**src/rtl/mq_pkg.sv**
```systemverilog
`timescale 1ns/1ps
package mq_pkg;
  // Width of a counter that must hold values 0 .. n-1
  function automatic int cnt_width(input int n);
    return (n > 1) ? $clog2(n) : 1;
  endfunction
endpackage

```
**src/rtl/mq_sync.sv**
```systemverilog
`timescale 1ns/1ps
module mq_sync #(
  parameter int STAGES = 2
) (
  input  logic clk,
  input  logic rst,
  input  logic din,
  output logic dout
);
  logic [STAGES-1:0] chain;

  generate
    if (STAGES == 1) begin : g_one
      always_ff @(posedge clk) begin
        if (rst) chain <= '0;
        else     chain <= din;
      end
    end else begin : g_many
      always_ff @(posedge clk) begin
        if (rst) chain <= '0;
        else     chain <= {chain[STAGES-2:0], din};
      end
    end
  endgenerate

  assign dout = chain[STAGES-1];
endmodule

```
**src/rtl/mq_lag.sv**
```systemverilog
`timescale 1ns/1ps
module mq_lag #(
  parameter int HOLD = 50000
) (
  input  logic clk,
  input  logic rst,
  input  logic cur,
  output logic lag
);
  import mq_pkg::*;
  localparam int CW = cnt_width(HOLD);
  localparam logic [CW-1:0] LAST = CW'(HOLD - 1);

  logic [CW-1:0] cnt;

  always_ff @(posedge clk) begin
    if (rst) begin
      lag <= 1'b0;
      cnt <= '0;
    end else if (cur == lag) begin
      cnt <= '0;
    end else if (cnt == LAST) begin
      lag <= cur;
      cnt <= '0;
    end else begin
      cnt <= cnt + 1'b1;
    end
  end


  lag_wait_chk: assert property (@(posedge clk) disable iff (rst)
    (cur != lag && cnt != LAST) |=> $stable(lag));

  lag_idle_chk: assert property (@(posedge clk) disable iff (rst)
    (cur == lag) |=> $stable(lag));

  lag_take_chk: assert property (@(posedge clk) disable iff (rst)
    (cur != lag && cnt == LAST) |=> (lag == $past(cur)));
endmodule

```
**src/rtl/mq_gate.sv**
```systemverilog
`timescale 1ns/1ps
module mq_gate (
  input  logic clk,
  input  logic rst,
  input  logic sin,
  input  logic lag,
  output logic state,
  output logic rise_stb
);
  logic do_set, do_clr;

  assign do_set = sin & ~lag;
  assign do_clr = ~sin & lag;

  always_ff @(posedge clk) begin
    if (rst) begin
      state    <= 1'b0;
      rise_stb <= 1'b0;
    end else begin
      rise_stb <= do_set & ~state;
      if (do_set)      state <= 1'b1;
      else if (do_clr) state <= 1'b0;
    end
  end


  reset_clear_chk: assert property (@(posedge clk)
    $past(rst) |-> (!state && !rise_stb));

  rise_cause_chk: assert property (@(posedge clk) disable iff (rst)
    $rose(state) |-> ($past(sin) && !$past(lag)));

  fall_cause_chk: assert property (@(posedge clk) disable iff (rst)
    $fell(state) |-> (!$past(sin) && $past(lag)));

  lock_high_chk: assert property (@(posedge clk) disable iff (rst)
    (state && !lag) |=> state);

  lock_low_chk: assert property (@(posedge clk) disable iff (rst)
    (!state && lag) |=> !state);

  stb_edge_chk: assert property (@(posedge clk) disable iff (rst)
    rise_stb |-> (state && !$past(state)));

  stb_single_chk: assert property (@(posedge clk) disable iff (rst)
    rise_stb |=> !rise_stb);
endmodule

```
**src/rtl/mains_qualifier.sv**
```systemverilog
`timescale 1ns/1ps
module mains_qualifier #(
  parameter int HOLD_CYCLES = 50000,
  parameter int SYNC_STAGES = 2
) (
  input  logic clk,
  input  logic rst,
  input  logic mains_raw,
  output logic mains_q,
  output logic rise_stb
);
  logic synced;
  logic lagged;

  mq_sync #(.STAGES(SYNC_STAGES)) u_sync (
    .clk (clk),
    .rst (rst),
    .din (mains_raw),
    .dout(synced)
  );

  mq_gate u_gate (
    .clk     (clk),
    .rst     (rst),
    .sin     (synced),
    .lag     (lagged),
    .state   (mains_q),
    .rise_stb(rise_stb)
  );

  mq_lag #(.HOLD(HOLD_CYCLES)) u_lag (
    .clk(clk),
    .rst(rst),
    .cur(mains_q),
    .lag(lagged)
  );

  // the output cannot move again before the lag copy has caught up
  once_per_window_chk: assert property (@(posedge clk) disable iff (rst)
    (mains_q != $past(mains_q)) |=> $stable(mains_q));
endmodule

```
**config.mk**
```make
export PLATFORM = sky130hd
export DESIGN_NAME = mains_qualifier
export DESIGN_NICKNAME = d
export VERILOG_FILES = /design/src/rtl/mq_pkg.sv /design/src/rtl/mq_sync.sv /design/src/rtl/mq_lag.sv /design/src/rtl/mq_gate.sv /design/src/rtl/mains_qualifier.sv
export SDC_FILE = /design/constraint.sdc
export NUM_CORES = 1
export LEC_CHECK = 0
export BUFFER_PORTS_ARGS = -buffer_cell sky130_fd_sc_hd__clkbuf_2
export CELL_PAD_IN_SITES_DETAIL_PLACEMENT = 2
export CELL_PAD_IN_SITES_GLOBAL_PLACEMENT = 2
export CORE_MARGIN = 2
export CORE_UTILIZATION = 33
export CTS_BUF_LIST = sky130_fd_sc_hd__clkbuf_16
export DETAILED_ROUTE_END_ITERATION = 8
export GPL_TIMING_DRIVEN = 0
export MAX_ROUTING_LAYER = met4
export PLACE_DENSITY = 0.82
export SLEW_MARGIN = 20
export SYNTH_ARGS = -nofsm -noshare
export SYNTH_HDL_FRONTEND = slang
export SYNTH_HIERARCHICAL = 1
export SYNTH_SLANG_ARGS = --single-unit
```
**constraint.sdc**
```tcl
create_clock -name clk -period 1.6 [get_ports clk]
set_input_delay 0.32 -clock clk [delete_from_list [all_inputs] [get_ports clk]]
set_output_delay 0.32 -clock clk [all_outputs]
set_load 0.01 [all_outputs]
```
==> results.sh <==
export IMPL_ys_warn_count=6
export IMPL_hold_start="mains_raw"
export IMPL_chipWidth_um=56.9
export IMPL_status="finished, final reports clean"
export IMPL_p_leak_nw=0.375
export IMPL_grt_use_total_pct=15.3
export IMPL_coreArea_um2=2710
export IMPL_syn_inst=94
export IMPL_timing_rr_start="u_lag/cnt[9]"
export IMPL_path_delay_family="simple AND/OR/NAND/NOR gates"
export IMPL_cts_buffers=3
export IMPL_max_stage_delay_ps=420
export IMPL_crit_required_ps=1750
export IMPL_diodes=0
export IMPL_reg2regPathDepth=5
export IMPL_seq_power_share_pct=48.9
export IMPL_worst_path_buf_inv=1
export IMPL_worstPathArrival_ps=1740
export IMPL_wl_per_cell_um=15.2
export IMPL_ant_nets=0
export IMPL_tightest_slew_ps=337
export IMPL_seq_area_frac_synth_pct=45.5
export IMPL_max_slew_margin_pct=77.2
export IMPL_ctsHoldBuffers=0
export IMPL_final_setup_tns_ps=0
export IMPL_clkTransAtPathRegs_ps=60
export IMPL_swShare_pct=19.4
export IMPL_syn_to_final_growth_pct=21.8
export IMPL_comb_power_share_pct=1.1
export IMPL_grt_ovfl_total=0
export IMPL_layout_common_cells="nor2_1 (20), dfxtp_1 (20), xnor2_1 (14)"
export IMPL_yosysUniqueCellTypes=24
export IMPL_fill_cells=312
export IMPL_cts_max_level=1
export IMPL_irDropWorstVdd_uv=603
export IMPL_dp_hpwl_mm=1.41
export IMPL_whs_endpoint="u_sync/chain[0]"
export IMPL_pre_cts_slack_ps=-233
export IMPL_hold_class="in -> reg"
export IMPL_clk_path_buf_depth=2
export IMPL_io_buffers=4
export IMPL_cp_slowest_cell="dfxtp_1"
export IMPL_layout_setup_ws_ps=7.86
export IMPL_clock_skew_ps=1.87
export IMPL_synth_avg_cell_area_um2=9.84
export IMPL_rrSetupSlack_ps=8
export IMPL_cts_tree="done"
export IMPL_drt_iter0_drc=11
export IMPL_fin_crit_ps=1590
export IMPL_p_sw_mw=0.209
export IMPL_finalSetupViolCount=0
export IMPL_synth_nets=99
export IMPL_die_y_um=56.9
export IMPL_crit_type="reg -> reg"
export IMPL_antenna_found_initial=0
export IMPL_num_vias=683
export IMPL_grt_max_degree=13
export IMPL_grt_first_pass_wirelength_mm=3.62
export IMPL_fin_crit_sh_pct=99.5
export IMPL_clkSinkCount=21
export IMPL_postPlaceCellArea_um2=983
export IMPL_viasPerCell=4.99
export IMPL_start_util_pct=34.1
export IMPL_place_congestion=0.714
export IMPL_pin_count=5
export IMPL_nets=112
export IMPL_drt_wl_total_mm=2.09
export IMPL_clock_latency_ps=260
export IMPL_max_freq_mhz=628
export IMPL_path_cells="nor4bb_2, nand4b_1, buf_4, mux2i_1, nor2_1"
export IMPL_slew_violations=0
export IMPL_cts_root_buffer_cell="clkbuf_16"
export IMPL_path_max_fanout=5
export IMPL_drive_above_1_share_pct=24.5
export IMPL_grt_pass1_vias=772
export IMPL_die_area_um2=3240
export IMPL_syn_area_um2=925
export IMPL_drv_cap=0
export IMPL_worstSetupStartpointType="flip-flop"
export IMPL_drc=0
export IMPL_final_hold_violation_count=0
export IMPL_power_internal_mw=0.869
export IMPL_holdPathStages=2
export IMPL_synth_seq_cells=21
export IMPL_end_kind="flip-flop"
export IMPL_design_area_um2=1130
export IMPL_pwr_share_clk_pct=49.9
export IMPL_power_total_mw=1.08
export IMPL_r2r_end="u_lag/lag"
export IMPL_first_pass_iters=4
export IMPL_row_count=19
export IMPL_powerDensity_nw_per_um2=958
[per-stage QoR]
step	hold WS, ps	util [%]	cells
2_1_floorplan	392	-	94
3_3_place_gp	427	36.3	129
3_5_place_dp	433	36.3	129
4_1_cts	275	40.5	136
5_1_grt	292	41.6	137
6_report	273	41.6	137
[state kept, by name, summed over array words and instances, names as in the netlist]
name and count:
u_gate/rise_stb 1, u_gate/state 1, u_lag/cnt 16, u_lag/lag 1
u_sync/chain 2
[cells in the mapped netlist]
| cell | n | area, µm² |
|---|---|---|
| nor2_2 | 2 | 12.5 |
| nor2_1 | 20 | 75.1 |
| nand2_1 | 3 | 11.3 |
| nor3_1 | 4 | 20.0 |
| inv_1 | 4 | 15.0 |
| nand3_1 | 5 | 25.0 |
| nor4_2 | 2 | 25.0 |
| nand4_2 | 1 | 12.5 |
| nand4_1 | 1 | 6.26 |
| nor2b_1 | 2 | 12.5 |
| ha_1 | 2 | 25.0 |
| nor3b_1 | 1 | 7.51 |
| nor4_4 | 1 | 21.3 |
| xnor2_1 | 14 | 123 |
| dfxtp_1 | 21 | 420 |
| buf_6 | 1 | 11.3 |
| mux2i_1 | 2 | 20.0 |
| nand4b_1 | 1 | 8.76 |
| nand2_2 | 1 | 6.26 |
| and3_2 | 1 | 7.51 |
| nor4bb_1 | 2 | 20.0 |
| nor4b_1 | 1 | 8.76 |
| nand4_4 | 1 | 21.3 |
| xor2_1 | 1 | 8.76 |
[layer usage]
| metal | GRT usage, % | share of wire (%) | wire length, µm |
|---|---|---|---|
| met5 | - | 0 | 0 |
| met3 | 3.40 | 2.8 | 58 |
| met1 | 17.7 | 45 | 943 |
| met2 | 25.0 | 50 | 1040 |
| met4 | 7.97 | 2.3 | 49 |
[worst max-delay path by stage]
stage | from | to | cells after the start | slack, ps
floorplan | u_lag/cnt[0] | u_lag/cnt[11] | 6 | 140
global placement | u_lag/cnt[0] | u_lag/cnt[8] | 6 | -170
detailed placement | u_lag/cnt[0] | u_lag/cnt[6] | 6 | -230
CTS | u_lag/cnt[0] | u_lag/lag | 6 | 20
global route | u_lag/cnt[9] | u_lag/lag | 5 | -80
finish | u_lag/cnt[9] | u_lag/lag | 5 | 8
[cell type report]
class,instances,area [µm²],share of cell area (%)
clock inverters,1,5.00,0.444
repair buffers,8,50.0,4.44
plain buffers,1,11.3,1.00
clock buffers,3,75.1,6.67
inverters,4,15.0,1.33
flip-flops and latches,21,422,37.4
multi-input cells,68,509,45.2
well taps,31,38.8,3.44
[kinds of logic after synthesis]
kind of cell	count (synthesis)	synth area share, %
xor+xnor	15	14.2
fa+ha+maj	2	2.71
simple gates	49	32.6
flops	21	45.5
buf+inv	5	2.84
mux	2	2.17
[timing repair]
action / in CTS / in global routing
buffers inserted: 3 / 1
pin swaps: 1 / 1
endpoints found under the setup margin: 17 / 17
gates resized for setup: 2 / 4
[power groups by stage]
stage | Clock, mW | Combinational, mW | Sequential [mW]
4_1_cts | 0.550 | 0.0126 | 0.528
5_1_grt | 0.571 | 0.0140 | 0.528
3_3_place_gp | 0 | 0.0117 | 0.539
6_report | 0.538 | 0.0124 | 0.528
2_1_floorplan | 0 | 0.00557 | 0.540
3_5_place_dp | 0 | 0.0120 | 0.539
(Power assumes the default switching activity.)
